$ cat src/rtl/byte_alu_pkg.sv
package byte_alu_pkg;

    localparam int DW = 8;
    localparam int DIGITS = DW / 4;
    localparam logic [DW-1:0] STATUS_RST = 8'h04;

    typedef enum logic [2:0] {
        OP_ADD  = 3'd0,
        OP_SUB  = 3'd1,
        OP_SHL  = 3'd2,
        OP_SHR  = 3'd3,
        OP_ROL  = 3'd4,
        OP_ROR  = 3'd5,
        OP_TEST = 3'd6,
        OP_MOVE = 3'd7
    } alu_op_e;

    typedef enum logic [3:0] {
        FC_NONE  = 4'd0,
        FC_SET_C = 4'd1,
        FC_CLR_C = 4'd2,
        FC_SET_I = 4'd3,
        FC_CLR_I = 4'd4,
        FC_SET_D = 4'd5,
        FC_CLR_D = 4'd6,
        FC_SET_T = 4'd7,
        FC_CLR_T = 4'd8,
        FC_CLR_V = 4'd9
    } flag_cmd_e;

    // bit 0 is the last member
    typedef struct packed {
        logic n;
        logic v;
        logic t;
        logic b;
        logic d;
        logic i;
        logic z;
        logic c;
    } status_t;

    typedef struct packed {
        logic [DW-1:0] res;
        logic          c;
        logic          z;
        logic          v;
        logic          n;
        logic          wr_c;
        logic          wr_zn;
        logic          wr_v;
    } alu_out_t;

    function automatic logic is_zero(input logic [DW-1:0] x);
        return (x == '0);
    endfunction

endpackage

$ cat src/rtl/byte_alu_arith.sv
module byte_alu_arith
    import byte_alu_pkg::*;
#(
    parameter int WIDTH = DW
) (
    input  logic             sub_i,
    input  logic             dec_i,
    input  logic             cin_i,
    input  logic [WIDTH-1:0] a_i,
    input  logic [WIDTH-1:0] b_i,
    output logic [WIDTH-1:0] res_o,
    output logic             c_o,
    output logic             v_o
);
    localparam int ND = WIDTH / 4;

    logic [WIDTH-1:0] b_eff;
    logic [WIDTH:0]   bin_sum;
    logic [WIDTH-1:0] dec_res;
    logic [ND:0]      dchain;

    // binary path: subtract is A + ~B + carry
    assign b_eff   = sub_i ? ~b_i : b_i;
    assign bin_sum = {1'b0, a_i} + {1'b0, b_eff} + {{WIDTH{1'b0}}, cin_i};
    assign v_o     = (a_i[WIDTH-1] == b_eff[WIDTH-1]) &&
                     (bin_sum[WIDTH-1] != a_i[WIDTH-1]);

    // decimal path: one corrected digit per nibble, ripple between digits
    assign dchain[0] = cin_i;

    for (genvar k = 0; k < ND; k++) begin : g_digit
        logic [4:0] raw;
        logic [3:0] fix;
        logic       nxt;
        always_comb begin
            if (!sub_i) begin
                raw = {1'b0, a_i[4*k +: 4]} + {1'b0, b_i[4*k +: 4]} +
                      {4'd0, dchain[k]};
                if (raw > 5'd9) begin
                    fix = raw[3:0] + 4'd6;
                    nxt = 1'b1;
                end else begin
                    fix = raw[3:0];
                    nxt = 1'b0;
                end
            end else begin
                raw = {1'b0, a_i[4*k +: 4]} - {1'b0, b_i[4*k +: 4]} -
                      {4'd0, ~dchain[k]};
                if (raw[4]) begin
                    fix = raw[3:0] - 4'd6;
                    nxt = 1'b0;
                end else begin
                    fix = raw[3:0];
                    nxt = 1'b1;
                end
            end
        end
        assign dec_res[4*k +: 4] = fix;
        assign dchain[k+1]       = nxt;
    end

    assign res_o = dec_i ? dec_res    : bin_sum[WIDTH-1:0];
    assign c_o   = dec_i ? dchain[ND] : bin_sum[WIDTH];

endmodule

$ cat src/rtl/byte_alu_shift.sv
module byte_alu_shift
    import byte_alu_pkg::*;
#(
    parameter int WIDTH = DW
) (
    input  logic             left_i,
    input  logic             rot_i,
    input  logic             cin_i,
    input  logic [WIDTH-1:0] a_i,
    output logic [WIDTH-1:0] res_o,
    output logic             c_o
);
    logic fill;

    assign fill = rot_i & cin_i;

    always_comb begin
        if (left_i) begin
            res_o = {a_i[WIDTH-2:0], fill};
            c_o   = a_i[WIDTH-1];
        end else begin
            res_o = {fill, a_i[WIDTH-1:1]};
            c_o   = a_i[0];
        end
    end

endmodule

$ cat src/rtl/byte_alu_status.sv
module byte_alu_status
    import byte_alu_pkg::*;
(
    input  logic      clk,
    input  logic      rst,
    input  logic      upd_i,
    input  alu_out_t  alu_i,
    input  flag_cmd_e cmd_i,
    output status_t   st_o
);
    status_t st_q;
    status_t st_d;

    always_comb begin
        st_d = st_q;
        if (upd_i) begin
            if (alu_i.wr_c) st_d.c = alu_i.c;
            if (alu_i.wr_zn) begin
                st_d.z = alu_i.z;
                st_d.n = alu_i.n;
            end
            if (alu_i.wr_v) st_d.v = alu_i.v;
        end
        // a command overrides the update on its own flag
        case (cmd_i)
            FC_SET_C: st_d.c = 1'b1;
            FC_CLR_C: st_d.c = 1'b0;
            FC_SET_I: st_d.i = 1'b1;
            FC_CLR_I: st_d.i = 1'b0;
            FC_SET_D: st_d.d = 1'b1;
            FC_CLR_D: st_d.d = 1'b0;
            FC_SET_T: st_d.t = 1'b1;
            FC_CLR_T: st_d.t = 1'b0;
            FC_CLR_V: st_d.v = 1'b0;
            default:  ;
        endcase
        st_d.b = 1'b0;
    end

    always_ff @(posedge clk) begin
        if (rst) st_q <= status_t'(STATUS_RST);
        else     st_q <= st_d;
    end

    assign st_o = st_q;

endmodule

$ cat src/rtl/byte_alu_core.sv
module byte_alu_core
    import byte_alu_pkg::*;
(
    input  logic          clk,
    input  logic          rst,
    input  logic [2:0]    op_i,
    input  logic [DW-1:0] a_i,
    input  logic [DW-1:0] b_i,
    input  logic          upd_i,
    input  logic [3:0]    fcmd_i,
    input  logic          irq_req_i,
    input  logic          brk_req_i,
    output logic [DW-1:0] result_o,
    output logic [DW-1:0] status_o,
    output logic          irq_take_o,
    output logic [DW-1:0] stack_img_o
);
    alu_op_e       op;
    status_t       st;
    status_t       img;
    alu_out_t      alu;
    logic [DW-1:0] ar_res;
    logic          ar_c;
    logic          ar_v;
    logic [DW-1:0] sh_res;
    logic          sh_c;
    logic [DW-1:0] tst_res;

    assign op = alu_op_e'(op_i);

    byte_alu_arith #(.WIDTH(DW)) u_arith (
        .sub_i (op == OP_SUB),
        .dec_i (st.d),
        .cin_i (st.c),
        .a_i   (a_i),
        .b_i   (b_i),
        .res_o (ar_res),
        .c_o   (ar_c),
        .v_o   (ar_v)
    );

    byte_alu_shift #(.WIDTH(DW)) u_shift (
        .left_i (op == OP_SHL || op == OP_ROL),
        .rot_i  (op == OP_ROL || op == OP_ROR),
        .cin_i  (st.c),
        .a_i    (a_i),
        .res_o  (sh_res),
        .c_o    (sh_c)
    );

    assign tst_res = a_i & b_i;

    always_comb begin
        alu = '0;
        unique case (op)
            OP_ADD, OP_SUB: begin
                alu.res   = ar_res;
                alu.c     = ar_c;
                alu.v     = ar_v;
                alu.wr_c  = 1'b1;
                alu.wr_v  = 1'b1;
                alu.wr_zn = 1'b1;
            end
            OP_SHL, OP_SHR, OP_ROL, OP_ROR: begin
                alu.res   = sh_res;
                alu.c     = sh_c;
                alu.wr_c  = 1'b1;
                alu.wr_zn = 1'b1;
            end
            OP_TEST: begin
                alu.res   = tst_res;
                alu.v     = b_i[DW-2];
                alu.wr_v  = 1'b1;
                alu.wr_zn = 1'b1;
            end
            default: begin
                alu.res   = b_i;
                alu.wr_zn = 1'b1;
            end
        endcase
        alu.z = is_zero(alu.res);
        alu.n = (op == OP_TEST) ? b_i[DW-1] : alu.res[DW-1];
    end

    byte_alu_status u_status (
        .clk   (clk),
        .rst   (rst),
        .upd_i (upd_i),
        .alu_i (alu),
        .cmd_i (flag_cmd_e'(fcmd_i)),
        .st_o  (st)
    );

    always_comb begin
        img   = st;
        img.b = brk_req_i;
    end

    assign result_o    = alu.res;
    assign status_o    = st;
    assign stack_img_o = img;
    assign irq_take_o  = brk_req_i | (irq_req_i & ~st.i);

endmodule

$ cat config.mk
export PLATFORM = sky130hd
export DESIGN_NAME = byte_alu_core
export DESIGN_NICKNAME = d
export VERILOG_FILES = /design/src/rtl/byte_alu_pkg.sv /design/src/rtl/byte_alu_arith.sv /design/src/rtl/byte_alu_shift.sv /design/src/rtl/byte_alu_status.sv /design/src/rtl/byte_alu_core.sv
export SDC_FILE = /design/constraint.sdc
export NUM_CORES = 1
export LEC_CHECK = 0
export BUFFER_PORTS_ARGS = -buffer_cell sky130_fd_sc_hd__buf_4
export CAP_MARGIN = 10
export CORE_ASPECT_RATIO = 0.5
export CORE_UTILIZATION = 44
export CTS_BUF_LIST = sky130_fd_sc_hd__clkbuf_16
export DETAILED_ROUTE_END_ITERATION = 7
export PLACE_DENSITY = 0.66
export REMOVE_ABC_BUFFERS = 1
export SYNTH_ARGS = -nofsm -noshare
export SYNTH_HDL_FRONTEND = slang
export SYNTH_SLANG_ARGS = --single-unit
$ cat constraint.sdc
create_clock -name clk -period 16.7 [get_ports clk]
set_clock_uncertainty 0.2 [all_clocks]
set_input_delay 3.34 -clock clk [delete_from_list [all_inputs] [get_ports clk]]
set_output_delay 3.34 -clock clk [all_outputs]
set_load 0.02 [all_outputs]
==> results of run 1 <==
-- power breakdown --
| group | switching (mW) | internal [mW] |
|---|---|---|
| Sequential | 0.00155 | 0.0178 |
| Clock | 0.00861 | 0.0311 |
| Combinational | 0.0747 | 0.0585 |
-- path summary, 6_finish.rpt --
path                                        from               end  slack (ns)  depth (start not counted)
worst min-delay path            u_status.st_o[1]  u_status.st_o[1]        0.27                          2
worst min register to register  u_status.st_o[1]  u_status.st_o[1]        0.27                          2
worst max register to register  u_status.st_o[0]  u_status.st_o[1]       10.62                         22
worst max-delay path                      a_i[0]       result_o[7]        4.71                         24
-- cells by family after synthesis --
group                      share of synthesized area (%)
and+or+nand+nor                                     19.7
AOI/OAI and AO/OA                                   23.7
buffers and inverters                               11.7
adders and majority gates                           24.5
xor gates and xnor gates                            9.55
muxes                                               5.24
DFF                                                 5.48
other                                              0.147
-- final cells by class --
type                       count  area share, %
multi-input combinational    267           72.2
timing repair buffer          51           13.1
inverter                      32           4.10
clock buffer                   3           2.56
tap                           73           3.12
clock inverter                 1          0.128
sequential                     7           4.78
-- Yosys cell counts (all sizes together), types with 3 or more instances --
cell type | instances | area [um2]
or3 | 3 | 20.0
a211oi | 4 | 30.0
nand2b | 7 | 46.3
and2 | 5 | 31.3
o21ai | 21 | 105
a21oi | 11 | 58.8
o22ai | 4 | 25.0
nor2b | 7 | 43.8
nor3b | 4 | 30.0
mux2i | 10 | 100
fa | 10 | 200
clkbuf | 6 | 22.5
xor2 | 10 | 87.6
o21a | 5 | 37.5
nor2 | 25 | 93.8
a211o | 4 | 43.8
buf | 22 | 156
dfxtp | 7 | 140
a22oi | 3 | 22.5
a21o | 3 | 22.5
ha | 34 | 425
xnor2 | 17 | 156
nand3b | 5 | 37.5
o311ai | 3 | 26.3
inv | 32 | 120
a31oi | 4 | 25.0
nor3 | 8 | 40.0
nand3 | 6 | 30.0
mux2 | 3 | 33.8
nand2 | 21 | 78.8
-- layer usage --
| layer | track usage [%] | wire length (um) |
|---|---|---|
| met5 | 0 | 0 |
| met4 | 4.57 | 89 |
| met3 | 3.28 | 447 |
| met2 | 37.0 | 2970 |
| met1 | 34.6 | 3430 |
-- per-stage QoR --
| stage | setup slack [ns] | instance area (um2) |
|---|---|---|
| after detailed placement | 4.76 | 2850 |
| after CTS | 4.73 | 2930 |
| after global placement | 4.97 | 2850 |
| after floorplan | 5.44 | 2380 |
| after global routing | 4.36 | 2930 |
| final | 4.71 | 2930 |
-- worst max-delay path, stage by stage --
cell and delay, ns:
buf_4 0.12, inv_1 0.17, fa_1 0.25, inv_1 0.06, fa_1 0.40, xor2_1 0.33, and2_1 0.20, nor2_1 0.06
o32ai_1 0.45, nor2_1 0.08, a21oi_1 0.26, fa_1 0.52, inv_1 0.09, ha_1 0.15, nor2_1 0.06, fa_1 0.43
a21bo_2 0.23, a2bb2oi_1 0.34, nor2_1 0.10, xnor2_1 0.17, mux2i_1 0.09, o21ai_0 0.29, a21o_1 0.13, buf_4 0.13
-- cells in the final DEF, fill, tap and decap left out, types with 3 or more instances in the layout --
cell type  count
buf_4         51
ha_1          34
inv_1         33
nor2_1        25
nand2_1       21
o21ai_0       20
xnor2_1       16
xor2_1        10
a21oi_1       10
mux2i_1       10
fa_1          10
nor3_1         8
nor2b_1        7
dfxtp_1        7
nand3_1        6
nand2b_1       6
and2_1         5
nand3b_1       5
o21a_1         5
nor3b_1        4
a31oi_1        4
a211oi_1       4
o22ai_1        4
mux2_1         3
a211o_1        3
a22oi_1        3
a21o_1         3
clkbuf_16      3
==> flow_metrics.env, run 1 <==
export IMPL_dp_hpwl_mm=5.67
export IMPL_core_area_um2=5540
export IMPL_cp_start_kind="input port"
export IMPL_ys_warn_count=0
export IMPL_fin_crit_sh_pct=71.8
export IMPL_ctsLongestPathBuffers=2
export IMPL_cts_sinks=7
export IMPL_numPlacedInstances=430
export IMPL_wirelength_mm=6.94
export IMPL_fin_nets=434
export IMPL_whs_ns=0.270
export IMPL_endpoint_kind="output port"
export IMPL_dr_pass1_iters=6
export IMPL_fin_tns_setup_ns=0
export IMPL_dieHeight_um=55.9
export IMPL_cp_data_arrival_time_ns=8.45
export IMPL_period_needed_ns=11.99
export IMPL_synth_edf_count=0
export IMPL_setup_viol=0
export IMPL_portBuffers=51
export IMPL_clk_insertion_delay_late_ns=0.23
export IMPL_cts_setup_buffers=0
export IMPL_antenna_found_initial=0
export IMPL_drv_cap=0
export IMPL_grt_max_degree=20
export IMPL_slew_violations=0
export IMPL_drt_iter0_drc=144
export IMPL_ys_seq_area_share_pct=5.48
export IMPL_cp_max_fo=4
export IMPL_regArea_um2=140
export IMPL_synth_main_ff_cell="dfxtp_1"
export IMPL_utilization_pct=52.9
export IMPL_dieArea_um2=6130
export IMPL_layout_drive_gt1_share_pct=17.2
export IMPL_n_antenna_cell=0
export IMPL_clk_pin_slew_ns=0.03
export IMPL_slew_headroom_pct=35.2
export IMPL_post_cts_resized=0
export IMPL_avgSynthCellArea_um2=7.65
export IMPL_total_power_uw=192
export IMPL_vias=2476
export IMPL_viasPerCell=5.71
export IMPL_fmax_mhz=83.4
export IMPL_worstMarginPinSlew_ns=0.969
export IMPL_grt_pass1_vias=2282
export IMPL_power_per_cell_area_nw_per_um2=65.6
export IMPL_cts_htree_levels=1
export IMPL_track_usage_pct=23.7
export IMPL_drc=0
export IMPL_irDropWorstVdd_uv=62.6
export IMPL_ant_nets=0
export IMPL_grt_pass1_wl_mm=11.3
export IMPL_synthArstFlopShare_pct=0
export IMPL_final_hold_viol_count=0
export IMPL_std_cell_rows=19
export IMPL_largest_register_ffs=7
export IMPL_postSynthCellCount=334
export IMPL_start_util_pct=46.1
export IMPL_hold_buffers=0
export IMPL_critical_path_class="input port to output port"
export IMPL_synth_cell_type_count=61
export IMPL_pin_count=53
export IMPL_status="complete, no violations"
export IMPL_multi_input_comb_area_um2=2120
export IMPL_area_growth_pct=14.6
export IMPL_clockRootBuffer="clkbuf_16"
export IMPL_gp_congestion=0.892
export IMPL_hold_path_class="flip-flop to flip-flop"
export IMPL_final_cells=434
export IMPL_cts_inserted_buffers=3
export IMPL_nFillCells=516
export IMPL_cp_required_ns=13.16
export IMPL_synth_area_um2=2550
export IMPL_cts_tree="done"
export IMPL_rsz0062_at_grt="no"
export IMPL_synth_seq_cells=7
export IMPL_overflow=0
export IMPL_wl_per_cell_um=16.0
export IMPL_fp_dieW_um=110
export IMPL_power_leakage_nw=1.37
(Power assumes the default switching activity.)
==> run 2: changes to the inputs <==
Settings changed: ABC_AREA set to 1, PLACE_DENSITY 0.66 to 0.68.
Clock period 16.7 ns to 10.5 ns, I/O delays scaled along.
==> flow_metrics.env, run 2 <==
export IMPL_portBuffers=51
export IMPL_hold_path_class="flip-flop to flip-flop"
export IMPL_area_growth_pct=13.8
export IMPL_cp_max_fo=5
export IMPL_synth_cell_type_count=38
export IMPL_fmax_mhz=114
export IMPL_layout_common_cells="nand2_1, inv_1, buf_4, nand3_1, ha_1"
export IMPL_ys_seq_area_share_pct=5.12
export IMPL_wirelength_mm=6.80
export IMPL_cp_num_buf_inv=10
export IMPL_track_usage_pct=21.3
export IMPL_p_clk_share_pct=20.7
export IMPL_core_area_um2=5730
export IMPL_synth_main_ff_cell="dfxtp_1"
export IMPL_clk_insertion_delay_late_ns=0.23
export IMPL_clk_pin_slew_ns=0.04
export IMPL_drc=0
export IMPL_drt_iter0_drc=204
export IMPL_ys_warn_count=0
export IMPL_hold_buffers=0
export IMPL_total_power_uw=311
export IMPL_grt_pass1_vias=2262
export IMPL_cp_slowest_stage_delay_ns=0.53
export IMPL_cpLargestDelayFamily="adder cells"
export IMPL_synth_area_leaders="ha_1, nand2_1, inv_1, fa_1, nand3_1"
export IMPL_ctsLongestPathBuffers=2
export IMPL_utilization_pct=54.3
export IMPL_reg2reg_depth=30
export IMPL_cpMostUsedCell="inv_1"
export IMPL_n_antenna_cell=0
export IMPL_fp_dieW_um=114
export IMPL_cp_data_arrival_time_ns=6.44
export IMPL_worstMarginPinSlew_ns=0.582
export IMPL_layout_drive_gt1_share_pct=19.1
export IMPL_status="complete, no violations"
export IMPL_cts_tree="done"
export IMPL_final_common_cell="nand2_1"
export IMPL_pin_count=53
export IMPL_fin_tns_setup_ns=0
export IMPL_fin_crit_sh_pct=83.2
export IMPL_crit_start="a_i[0]"
export IMPL_std_cell_rows=19
export IMPL_worstHoldEndpoint="u_status.st_o[1]"
export IMPL_synth_edf_count=0
export IMPL_final_hold_viol_count=0
export IMPL_wl_per_cell_um=12.4
export IMPL_rsz0062_at_grt="no"
export IMPL_p_switching_uw=149
export IMPL_dp_hpwl_mm=5.59
export IMPL_synth_top_area_share_pct=15.5
export IMPL_start_util_pct=47.8
export IMPL_largest_register_ffs=7
export IMPL_vias=2709
export IMPL_power_leakage_nw=1.72
export IMPL_viasPerCell=4.93
export IMPL_overflow=0
export IMPL_synthArstFlopShare_pct=0
export IMPL_drv_cap=0
export IMPL_slew_headroom_pct=61.1
export IMPL_yosys_area_top_type="ha_1"
export IMPL_holdPathStages=2
export IMPL_dieArea_um2=6560
export IMPL_cts_htree_levels=1
export IMPL_whs_ns=0.276
export IMPL_dieHeight_um=57.8
export IMPL_cts_setup_buffers=0
export IMPL_synth_area_um2=2740
export IMPL_pwr_share_comb_pct=69.6
export IMPL_cp_start_kind="input port"
export IMPL_intPower_uw=162
export IMPL_critical_path_class="input port to output port"
export IMPL_synth_most_common_cell="nand2_1"
export IMPL_avgSynthCellArea_um2=6.29
export IMPL_cts_inserted_buffers=3
export IMPL_endpoint_kind="output port"
export IMPL_cp_required_ns=8.20
export IMPL_grt_pass1_wl_mm=11.1
export IMPL_power_frac_seq_pct=9.7
export IMPL_gp_congestion=0.906
export IMPL_power_per_cell_area_nw_per_um2=100
export IMPL_cp_slowest_cell="fa_1"
export IMPL_switching_share_pct=47.9
export IMPL_r2r_slack_ns=5.34
export IMPL_irDropWorstVdd_uv=43.5
export IMPL_cts_sinks=7
export IMPL_dr_pass1_iters=5
export IMPL_setup_viol=0
export IMPL_synth_common_cells="nand2_1, inv_1, nand3_1"
export IMPL_period_needed_ns=8.74
export IMPL_clockRootBuffer="clkbuf_16"
export IMPL_synth_seq_cells=7
export IMPL_hp_start="u_status.st_o[1]"
export IMPL_postSynthCellCount=435
export IMPL_fin_nets=539
export IMPL_ant_nets=0
export IMPL_antenna_found_initial=0
export IMPL_r2r_end="u_status.st_o[1]"
export IMPL_grt_max_degree=18
export IMPL_r2r_start="u_status.st_o[0]"
export IMPL_slew_violations=0
export IMPL_post_cts_resized=0
[run 2: cell count changes in the layout (fill, tap and decap cells not counted), sizes merged, moves of 8 or more]
cell	before	now
nor3	8	0
a21oi	11	23
o211ai	0	8
nand2	21	121
xnor2	17	5
mux2i	10	0
nand3	6	43
inv	33	84
[run 2: metrics by stage]
| step | cells | setup slack [ns] | area, um2 |
|---|---|---|---|
| finish | 550 | 1.76 | 3110 |
| detailed placement | 546 | 1.75 | 3030 |
| CTS | 550 | 1.77 | 3110 |
| floorplan | 411 | 2.40 | 2550 |
| global placement | 546 | 1.82 | 3030 |
| global route | 550 | 1.43 | 3110 |
[run 2: area by class of cell]
cell class | instances | area [um2]
Clock buffer | 3 | 75.1
Timing Repair Buffer | 51 | 383
Multi-Input combinational cell | 320 | 2090
Tap cell | 84 | 105
Fill cell | 600 | 2620
Sequential cell | 7 | 140
Clock inverter | 1 | 3.75
Inverter | 84 | 315
[run 2: power by group through the flow]
| stage | sequential [mW] | clock, mW | combinational, mW |
|---|---|---|---|
| global placement | 0.0304 | 0 | 0.216 |
| floorplan | 0.0332 | 0 | 0.153 |
| global route | 0.0302 | 0.0677 | 0.245 |
| finish | 0.0301 | 0.0645 | 0.217 |
| detailed placement | 0.0304 | 0 | 0.215 |
| CTS | 0.0300 | 0.0651 | 0.216 |
[run 2: worst min-delay path, cell delays in order (launching register included)]
cell	delay (ns)
dfxtp_1	0.31
nand2_1	0.06
a21oi_1	0.05
[run 2: logic make-up after synthesis]
kind of cell             after synthesis  share of synthesized area (%)
other                                  1                          0.137
AND/OR/NAND/NOR                      195                           33.2
XOR/XNOR                              19                           6.63
flip-flops                             7                           5.12
adder cells (fa/ha/maj)               44                           22.9
buffers and inverters                108                           18.5
AO/OA/AOI/OAI                         61                           13.5
[run 2: how the worst max path moves through the flow]
| stage | end | slack [ns] | depth (start not counted) |
|---|---|---|---|
| detailed placement | result_o[7] | 1.75 | 29 |
| floorplan | result_o[7] | 2.40 | 27 |
| CTS | result_o[7] | 1.77 | 29 |
| global placement | result_o[7] | 1.82 | 29 |
| finish | result_o[7] | 1.76 | 29 |
| global route | result_o[7] | 1.43 | 31 |
[run 2: layer usage]
layer  part of all wire (%)  GRT usage (%)  up-vias
met1                     53           32.8     1232
met3                    3.7           2.30        0
li1                       -              -     1415
met5                      0              0        -
met2                     44           32.7       62
met4                      0           2.44        0
